===== src/rtl/mbc_pkg.sv =====
package mbc_pkg;

  localparam int FIELD_W = 4;

  // Edge plan of one region; start_pt sits in the low nibble.
  typedef struct packed {
    logic [FIELD_W-1:0] end_pt;
    logic [FIELD_W-1:0] we_on;
    logic [FIELD_W-1:0] re_on;
    logic [FIELD_W-1:0] switch_pt;
    logic [FIELD_W-1:0] as_off;
    logic [FIELD_W-1:0] as_on;
    logic [FIELD_W-1:0] start_pt;
  } edge_plan_t;

  localparam int PLAN_W = $bits(edge_plan_t);

  typedef enum logic [1:0] {
    ST_IDLE,
    ST_ALIGN,
    ST_DELAY,
    ST_ACCESS
  } seq_state_t;

  // Memory-clock ticks per system-clock period for a ratio code.
  function automatic int unsigned ratio_ticks(input logic [1:0] code);
    case (code)
      2'd0:    return 1;
      2'd1:    return 2;
      default: return 4;
    endcase
  endfunction

  // Access length after clamping to the minimum.
  function automatic logic [FIELD_W-1:0] effective_end(
      input logic [FIELD_W-1:0] end_field, input int unsigned min_len);
    if (int'(end_field) < int'(min_len)) return FIELD_W'(min_len);
    return end_field;
  endfunction

  // Half-open window test lo <= t < hi.
  function automatic logic in_window(input logic [FIELD_W-1:0] t,
                                     input logic [FIELD_W-1:0] lo,
                                     input logic [FIELD_W-1:0] hi);
    return (t >= lo) && (t < hi);
  endfunction

endpackage


===== src/rtl/mbc_phase_gen.sv =====
module mbc_phase_gen
  import mbc_pkg::*;
#(
  parameter int MAX_RATIO = 4,
  parameter int PH_W      = (MAX_RATIO > 1) ? $clog2(MAX_RATIO) : 1
) (
  input  logic       clk,
  input  logic       rst_n,
  input  logic [1:0] ratio_sel,
  output logic       slow_edge
);

  logic [PH_W-1:0] phase;
  logic [PH_W-1:0] phase_last;

  assign phase_last = PH_W'(ratio_ticks(ratio_sel) - 1);
  assign slow_edge  = (phase == '0);

  always_ff @(posedge clk or negedge rst_n) begin
    if (!rst_n) phase <= '0;
    else if (phase >= phase_last) phase <= '0;
    else phase <= phase + 1'b1;
  end

  // phase never leaves the range of the selected ratio
  assert_phase_range_R3: assert property (@(posedge clk) disable iff (!rst_n)
    int'(phase) < int'(ratio_ticks(ratio_sel)));

endmodule


===== src/rtl/mbc_sequencer.sv =====
module mbc_sequencer
  import mbc_pkg::*;
#(
  parameter int NUM_REG = 4,
  parameter int ADDR_W  = 24,
  parameter int DATA_W  = 16,
  parameter int MIN_LEN = 2,
  parameter int REG_W   = (NUM_REG > 1) ? $clog2(NUM_REG) : 1,
  parameter int LANES   = DATA_W / 8
) (
  input  logic                      clk,
  input  logic                      rst_n,
  input  logic                      slow_edge,
  input  logic [NUM_REG*PLAN_W-1:0] timing_cfg,
  input  logic                      req,
  input  logic [REG_W-1:0]          req_region,
  input  logic                      req_write,
  input  logic [LANES-1:0]          req_be,
  input  logic [ADDR_W-1:0]         req_addr,
  input  logic [DATA_W-1:0]         req_wdata,
  input  logic [DATA_W-1:0]         ad_in,
  output logic                      in_access,
  output logic [FIELD_W-1:0]        tick,
  output edge_plan_t                plan,
  output logic [REG_W-1:0]          region,
  output logic                      wr,
  output logic [LANES-1:0]          be,
  output logic [ADDR_W-1:0]         addr,
  output logic [DATA_W-1:0]         wdata,
  output logic                      busy,
  output logic                      done,
  output logic [DATA_W-1:0]         rd_data
);

  edge_plan_t         plans [NUM_REG];
  seq_state_t         state;
  logic [FIELD_W-1:0] eff_end;
  logic               last_tick;
  logic               start_now;

  for (genvar g = 0; g < NUM_REG; g++) begin : g_unpack
    assign plans[g] = edge_plan_t'(timing_cfg[g*PLAN_W +: PLAN_W]);
  end

  assign eff_end   = effective_end(plan.end_pt, MIN_LEN);
  assign last_tick = (state == ST_ACCESS) && (tick == eff_end - 1'b1);
  assign in_access = (state == ST_ACCESS);
  assign busy      = (state != ST_IDLE);
  assign start_now = ((state == ST_ALIGN) && slow_edge && (plan.start_pt == '0)) ||
                     ((state == ST_DELAY) && (tick == plan.start_pt));

  always_ff @(posedge clk or negedge rst_n) begin
    if (!rst_n) begin
      state   <= ST_IDLE;
      tick    <= '0;
      plan    <= '0;
      region  <= '0;
      wr      <= 1'b0;
      be      <= '0;
      addr    <= '0;
      wdata   <= '0;
      done    <= 1'b0;
      rd_data <= '0;
    end else begin
      done <= 1'b0;
      case (state)
        ST_IDLE: begin
          if (req) begin
            plan   <= plans[req_region];
            region <= req_region;
            wr     <= req_write;
            be     <= req_be;
            addr   <= req_addr;
            wdata  <= req_wdata;
            state  <= ST_ALIGN;
          end
        end
        ST_ALIGN: begin
          if (start_now) begin
            tick  <= '0;
            state <= ST_ACCESS;
          end else if (slow_edge) begin
            tick  <= FIELD_W'(1);
            state <= ST_DELAY;
          end
        end
        ST_DELAY: begin
          if (start_now) begin
            tick  <= '0;
            state <= ST_ACCESS;
          end else begin
            tick <= tick + 1'b1;
          end
        end
        default: begin
          if (last_tick) begin
            tick  <= '0;
            state <= ST_IDLE;
            done  <= 1'b1;
            if (!wr) rd_data <= ad_in;
          end else begin
            tick <= tick + 1'b1;
          end
        end
      endcase
    end
  end

  // an access entered from alignment always follows a system-clock phase zero
  assert_align_start_R2: assert property (@(posedge clk) disable iff (!rst_n)
    (in_access && $past(state) == ST_ALIGN) |-> $past(slow_edge));

  // done lasts one cycle
  assert_done_single_R9: assert property (@(posedge clk) disable iff (!rst_n)
    done |=> !done);

  // read data equals the pins at the ending edge
  assert_read_capture_R9: assert property (@(posedge clk) disable iff (!rst_n)
    (done && !wr) |-> (rd_data == $past(ad_in)));

  // busy only rises after a request
  assert_busy_cause_R10: assert property (@(posedge clk) disable iff (!rst_n)
    $rose(busy) |-> $past(req));

  // the tick count never reaches the effective end inside an access
  assert_tick_bound_R11: assert property (@(posedge clk) disable iff (!rst_n)
    in_access |-> (tick < eff_end));

endmodule


===== src/rtl/mbc_pin_drive.sv =====
module mbc_pin_drive
  import mbc_pkg::*;
#(
  parameter int NUM_REG = 4,
  parameter int ADDR_W  = 24,
  parameter int DATA_W  = 16,
  parameter int REG_W   = (NUM_REG > 1) ? $clog2(NUM_REG) : 1,
  parameter int LANES   = DATA_W / 8
) (
  input  logic                 in_access,
  input  logic [FIELD_W-1:0]   tick,
  input  edge_plan_t           plan,
  input  logic [REG_W-1:0]     region,
  input  logic                 wr,
  input  logic [LANES-1:0]     be,
  input  logic [ADDR_W-1:0]    addr,
  input  logic [DATA_W-1:0]    wdata,
  input  logic                 pull_sel,
  output logic                 data_phase,
  output logic [DATA_W-1:0]    ad_out,
  output logic                 ad_oe,
  output logic [ADDR_W-DATA_W-1:0] addr_hi,
  output logic [NUM_REG-1:0]   cs_n,
  output logic                 as_n,
  output logic                 re_n,
  output logic [LANES-1:0]     we_n,
  output logic                 ad_pull
);

  logic addr_phase;
  logic read_on;
  logic write_on;

  assign data_phase = in_access && (tick >= plan.switch_pt);
  assign addr_phase = in_access && !data_phase;
  assign read_on    = in_access && !wr && (tick >= plan.re_on);
  assign write_on   = in_access && wr && (tick >= plan.we_on);

  assign as_n    = !(in_access && in_window(tick, plan.as_on, plan.as_off));
  assign re_n    = !read_on;
  assign ad_oe   = addr_phase || (data_phase && wr);
  assign addr_hi = addr_phase ? addr[ADDR_W-1:DATA_W] : '0;
  assign ad_pull = pull_sel && !in_access;

  always_comb begin
    if (addr_phase)             ad_out = addr[DATA_W-1:0];
    else if (data_phase && wr)  ad_out = wdata;
    else                        ad_out = '0;
  end

  for (genvar g = 0; g < NUM_REG; g++) begin : g_cs
    assign cs_n[g] = !(in_access && (region == REG_W'(g)));
  end

  for (genvar g = 0; g < LANES; g++) begin : g_lane
    assign we_n[g] = !(write_on && be[g]);
  end

endmodule


===== src/rtl/mux_bus_ctrl.sv =====
module mux_bus_ctrl
  import mbc_pkg::*;
#(
  parameter int NUM_REG   = 4,
  parameter int ADDR_W    = 24,
  parameter int DATA_W    = 16,
  parameter int MIN_LEN   = 2,
  parameter int MAX_RATIO = 4
) (
  input  logic                             clk,
  input  logic                             rst_n,
  input  logic [1:0]                       ratio_sel,
  input  logic [NUM_REG*PLAN_W-1:0]        timing_cfg,
  input  logic                             pull_sel,
  input  logic                             req,
  input  logic [$clog2(NUM_REG)-1:0]       req_region,
  input  logic                             req_write,
  input  logic [DATA_W/8-1:0]              req_be,
  input  logic [ADDR_W-1:0]                req_addr,
  input  logic [DATA_W-1:0]                req_wdata,
  output logic                             busy,
  output logic                             done,
  output logic [DATA_W-1:0]                rd_data,
  input  logic [DATA_W-1:0]                ad_in,
  output logic [DATA_W-1:0]                ad_out,
  output logic                             ad_oe,
  output logic [ADDR_W-DATA_W-1:0]         addr_hi,
  output logic [NUM_REG-1:0]               cs_n,
  output logic                             as_n,
  output logic                             re_n,
  output logic [DATA_W/8-1:0]              we_n,
  output logic                             ad_pull
);

  localparam int REG_W = $clog2(NUM_REG);
  localparam int LANES = DATA_W / 8;

  logic               slow_edge;
  logic               in_access;
  logic [FIELD_W-1:0] tick;
  edge_plan_t         plan;
  logic [REG_W-1:0]   region;
  logic               wr;
  logic [LANES-1:0]   be;
  logic [ADDR_W-1:0]  addr;
  logic [DATA_W-1:0]  wdata;
  logic               data_phase;
  logic               cs_any;

  mbc_phase_gen #(.MAX_RATIO(MAX_RATIO)) i_phase (
    .clk       (clk),
    .rst_n     (rst_n),
    .ratio_sel (ratio_sel),
    .slow_edge (slow_edge)
  );

  mbc_sequencer #(
    .NUM_REG (NUM_REG), .ADDR_W (ADDR_W), .DATA_W (DATA_W),
    .MIN_LEN (MIN_LEN), .REG_W (REG_W), .LANES (LANES)
  ) i_seq (
    .clk        (clk),
    .rst_n      (rst_n),
    .slow_edge  (slow_edge),
    .timing_cfg (timing_cfg),
    .req        (req),
    .req_region (req_region),
    .req_write  (req_write),
    .req_be     (req_be),
    .req_addr   (req_addr),
    .req_wdata  (req_wdata),
    .ad_in      (ad_in),
    .in_access  (in_access),
    .tick       (tick),
    .plan       (plan),
    .region     (region),
    .wr         (wr),
    .be         (be),
    .addr       (addr),
    .wdata      (wdata),
    .busy       (busy),
    .done       (done),
    .rd_data    (rd_data)
  );

  mbc_pin_drive #(
    .NUM_REG (NUM_REG), .ADDR_W (ADDR_W), .DATA_W (DATA_W),
    .REG_W (REG_W), .LANES (LANES)
  ) i_pins (
    .in_access  (in_access),
    .tick       (tick),
    .plan       (plan),
    .region     (region),
    .wr         (wr),
    .be         (be),
    .addr       (addr),
    .wdata      (wdata),
    .pull_sel   (pull_sel),
    .data_phase (data_phase),
    .ad_out     (ad_out),
    .ad_oe      (ad_oe),
    .addr_hi    (addr_hi),
    .cs_n       (cs_n),
    .as_n       (as_n),
    .re_n       (re_n),
    .we_n       (we_n),
    .ad_pull    (ad_pull)
  );

  assign cs_any = !(&cs_n);

  // at most one region selected
  assert_one_region_R4: assert property (@(posedge clk) disable iff (!rst_n)
    $onehot0(~cs_n));

  // pins released whenever no region is selected
  assert_release_idle_R6: assert property (@(posedge clk) disable iff (!rst_n)
    !cs_any |-> !ad_oe);

  // upper lines are zero during the data phase
  assert_upper_zero_R7: assert property (@(posedge clk) disable iff (!rst_n)
    data_phase |-> (addr_hi == '0));

  // read and write enables never overlap
  assert_rw_exclusive_R8: assert property (@(posedge clk) disable iff (!rst_n)
    !(!re_n && !(&we_n)));

  // busy covers the whole access
  assert_busy_cover_R10: assert property (@(posedge clk) disable iff (!rst_n)
    cs_any |-> busy);

  // pull-up is never requested while the pins are driven
  assert_pull_off_R12: assert property (@(posedge clk) disable iff (!rst_n)
    ad_oe |-> !ad_pull);

endmodule


===== config.mk =====
export PLATFORM = sky130hd
export DESIGN_NAME = mux_bus_ctrl
export DESIGN_NICKNAME = d
export VERILOG_FILES = /design/src/rtl/mbc_pkg.sv /design/src/rtl/mbc_phase_gen.sv /design/src/rtl/mbc_sequencer.sv /design/src/rtl/mbc_pin_drive.sv /design/src/rtl/mux_bus_ctrl.sv
export SDC_FILE = /design/constraint.sdc
export NUM_CORES = 1
export LEC_CHECK = 0
export ABC_AREA = 1
export BUFFER_PORTS_ARGS = -buffer_cell sky130_fd_sc_hd__buf_4
export CAP_MARGIN = 20
export CORE_MARGIN = 1.5
export CORE_UTILIZATION = 30
export CTS_CLUSTER_SIZE = 8
export DETAILED_ROUTE_END_ITERATION = 10
export PLACE_DENSITY = 0.57
export SLEW_MARGIN = 20
export SYNTH_ARGS = -nofsm -noshare
export SYNTH_HDL_FRONTEND = slang
export SYNTH_SLANG_ARGS = --single-unit

===== constraint.sdc =====
create_clock -name clk -period 2.4 [get_ports clk]
set_input_delay 0.12 -clock clk [delete_from_list [all_inputs] [get_ports clk]]
set_output_delay 0.12 -clock clk [all_outputs]
set_load 0.005 [all_outputs]

==> results.md <==
- Status: finished, final reports clean
- Slew Viols, Final: 0
- Crit Reg-Reg Startpoint: i_seq.plan[27]
- Power per Cell Area: roughly 960 nW/um2
- Terminus of the critical flop-to-flop path: i_seq.rd_data[2]
- Setup tns final: 0 ns
- Post-synth top area cell: dfrtp_1
- Initial core utilization: a little under a third
- Num CTS Buffers: 9
- Post-synth net total: approximately 1000
- Synth Register Bits: 98
- Root buffer cell: clkbuf_16
- Tightest Pin Transition: 0.9025 ns
- DR pass1 iterations: 4
- Top post-synthesis cells by area: dfrtp_1 42%, nand2_1 17%, o21ai_0 7.3%
- Syn. warnings: 0
- H-tree depth: 3
- Hold_ws: between 0.015 and 0.02 ns
- First-pass GRT wire length: 29660 um
- Area Growth Syn to Fin: 50.24%
- TritonCTS clock tree: done
- Number of global-route vias before repair: approximately 6000
- Dpl cells: around 1300
- Hold Path Sink: i_seq.rd_data[6]
- Initial antenna violation count: 0
- Die Y: between 100 and 150 um
- Mean post-synth cell area: around 7.1 um2
- Seq/Total Area, Yosys: 42.31%
- Pre-CTS setup slack: 0.3367 ns
- Ratio of cells with drive above 1 in the final layout: about a quarter
- Mapped cell area: 5796 um2
- Endpoints failing setup: 0
- Insertion delay to the later sink of the worst-skew pair: about 0.35 ns
- Critical path type: reg -> out
- Clock Skew: a little under 0.007 ns
- Critical path launch point type: register
- RSZ-0062 raised after global routing: no
- Routed wire length: 18530 um
- Leak: approximately 0.0045 uW
- Post-Layout Cell Count: ~1300
- DR vias: about 6100
- Congestion Overflow GR: 0
- CTS Sinks: 98
- Achievable Freq: about 460 MHz
- Crit. End Element: output port
- Hold/Removal Path Class: in -> reg
- Antenna Violating Nets Remaining: 0
- Worst-case reg-to-reg path depth: 14
- Worst R2R Setup Slack: between 0.3 and 0.4 ns
- RD Place Congestion: 0.8402
- GR Util All Layers: a little under a fifth
- Hold path startpoint: ad_in[6]
- Hold Fails Final Rpt: 0
- Commonest non-fill, non-tap cell in the layout: nand2_1
- Slew HR: about two fifths
- Unique masters post-synth: 32
- Clock slew at reported path FFs: ~0.070 ns
- Die W: 142.0 um
- Post-route DRC: 0
- Max-Cap Viols: 0
- Final period util: about 92%
- CP required: approximately 2.3 ns
- Worst VDD drop: between 0.0005 and 0.0006 V
- Final net count: 1292
- Vias per std cell: approximately 4.5
- Diodes inserted: 0
- HPWL after DPL: around 14000 um
- Critical path data arrival time: around 2.1 ns
- Rows: 50
- Port Buffers: between 200 and 250
- 1st-iter DRT viols: 289
- Longest Clk Path Bufs: 2
- WL/cell: ~14 um
- Minimum clock period: between 2 and 2.5 ns
- Share of the synthesized area in the top cell type: between 40% and 50%
- Largest net degree at the start of global routing: 57
- Ports: approximately 230
- Hold Crit Depth: 3
- Setup ws final: roughly 0.20 ns
- Most frequent cells in the layout: 264 x nand2_1, 245 x buf_4, 97 x dfrtp_1, 96 x nor2_1, 84 x o21ai_0
- Crit-path max FO: 16
- Die area: just over 20000 um2
- Mapped Cells: around 810
- Placeable Area: around 19000 um2
[synth_stat cells]
library cell and number:
a21boi_0 2, nor2_8 1, nor2_2 2, nand2_1 264, o21ai_2 1, clkbuf_1 32
o21ai_0 84, buf_2 4, nor3_1 1, o211ai_1 3, clkinv_1 2, nand2_4 2
dfrtp_1 98, nand4_1 11, buf_1 3, buf_6 2, xor2_2 1, or2_2 2
a21oi_1 5, nand3_1 54, inv_1 66, xor2_1 1, nand3_2 1, nand2_2 1
inv_2 3, o21ai_1 10, nor2_1 96, a31oi_1 5, nor2_4 1, o22ai_1 23
ha_1 29, buf_4 1
[what timing repair did]
item                                    CTS  global route
hold endpoints to repair                100             0
hold buffers                             56             0
resized for setup                         0             5
endpoints found under the setup margin    0            18
setup buffers                             0             2
[kinds of logic after synthesis]
family	after synthesis	share of synthesized area, %
XOR/XNOR	2	0.4319
adder cells (fa/ha/maj)	29	6.261
AO/OA/AOI/OAI	133	12.37
AND/OR/NAND/NOR	436	30.89
buffers and inverters	113	7.729
flip-flops	98	42.31
[metrics by stage]
step / instance area, um2 / util (%) / power (uW)
global route: 8707 / 46.24 / 9222
finish: 8707 / 46.24 / 8351
floorplan: 5796 / - / 5309
CTS: 8682 / 46.11 / 8443
global placement: 7825 / 41.55 / 6818
detailed placement: 7825 / 41.55 / 6861
[layout make-up]
class / instances / area [um2]
multi-input cells: 600 / 2895
flip-flops and latches: 98 / 2454
repair buffers: 304 / 2460
well taps: 260 / 325.3
inverters: 71 / 276.5
fillers: 1953 / 10120
clock inverters: 6 / 67.56
clock buffers: 10 / 229.0
[routing by layer]
metal  routed length (um)  track usage (%)  vias to the layer above
li1                     -                -                     3156
met1                 8279            23.33                     2737
met2                 9124            31.78                      134
met3                  803            4.845                       25
met4                  319            4.612                        0
met5                    0                0                        -
[flip-flops by register name, indices dropped and copies added (netlist names), 2 cells and up]
signal / cells
i_seq.plan: 28
i_seq.addr: 24
i_seq.rd_data: 16
i_seq.wdata: 16
i_seq.tick: 4
i_phase.phase: 2
i_seq.be: 2
i_seq.region: 2
i_seq.state: 2
[where the power goes]
group	leakage, uW	total (uW)	internal [uW]	switching [uW]
combinational	0.00323	4020	1710	2310
clock	0.000139	1460	811	649
sequential	0.00116	2870	2430	441
[worst max-delay path, stage by stage, from the launching register on]
cell and delay (ns):
dfrtp_2 0.43, inv_2 0.20, ha_1 0.19, nor2_1 0.04, o211ai_1 0.19, nand4_1 0.20, clkinv_4 0.19, nand2_1 0.09
nand2_1 0.09, buf_4 0.11
[how the worst max path moves through the flow]
stage	from	to	slack (ns)	depth (start not counted)
floorplan	i_seq.plan[27]	i_seq.rd_data[6]	0.44	15
finish	i_seq.tick[0]	ad_out[2]	0.20	9
CTS	i_seq.tick[0]	we_n[0]	0.0008	10
global route	i_seq.tick[0]	we_n[1]	0.03	10
detailed placement	i_seq.plan[26]	i_seq.rd_data[5]	0.34	14
global placement	i_seq.tick[0]	we_n[0]	0.36	10
Note: power is estimated with default switching activity, not from simulation.
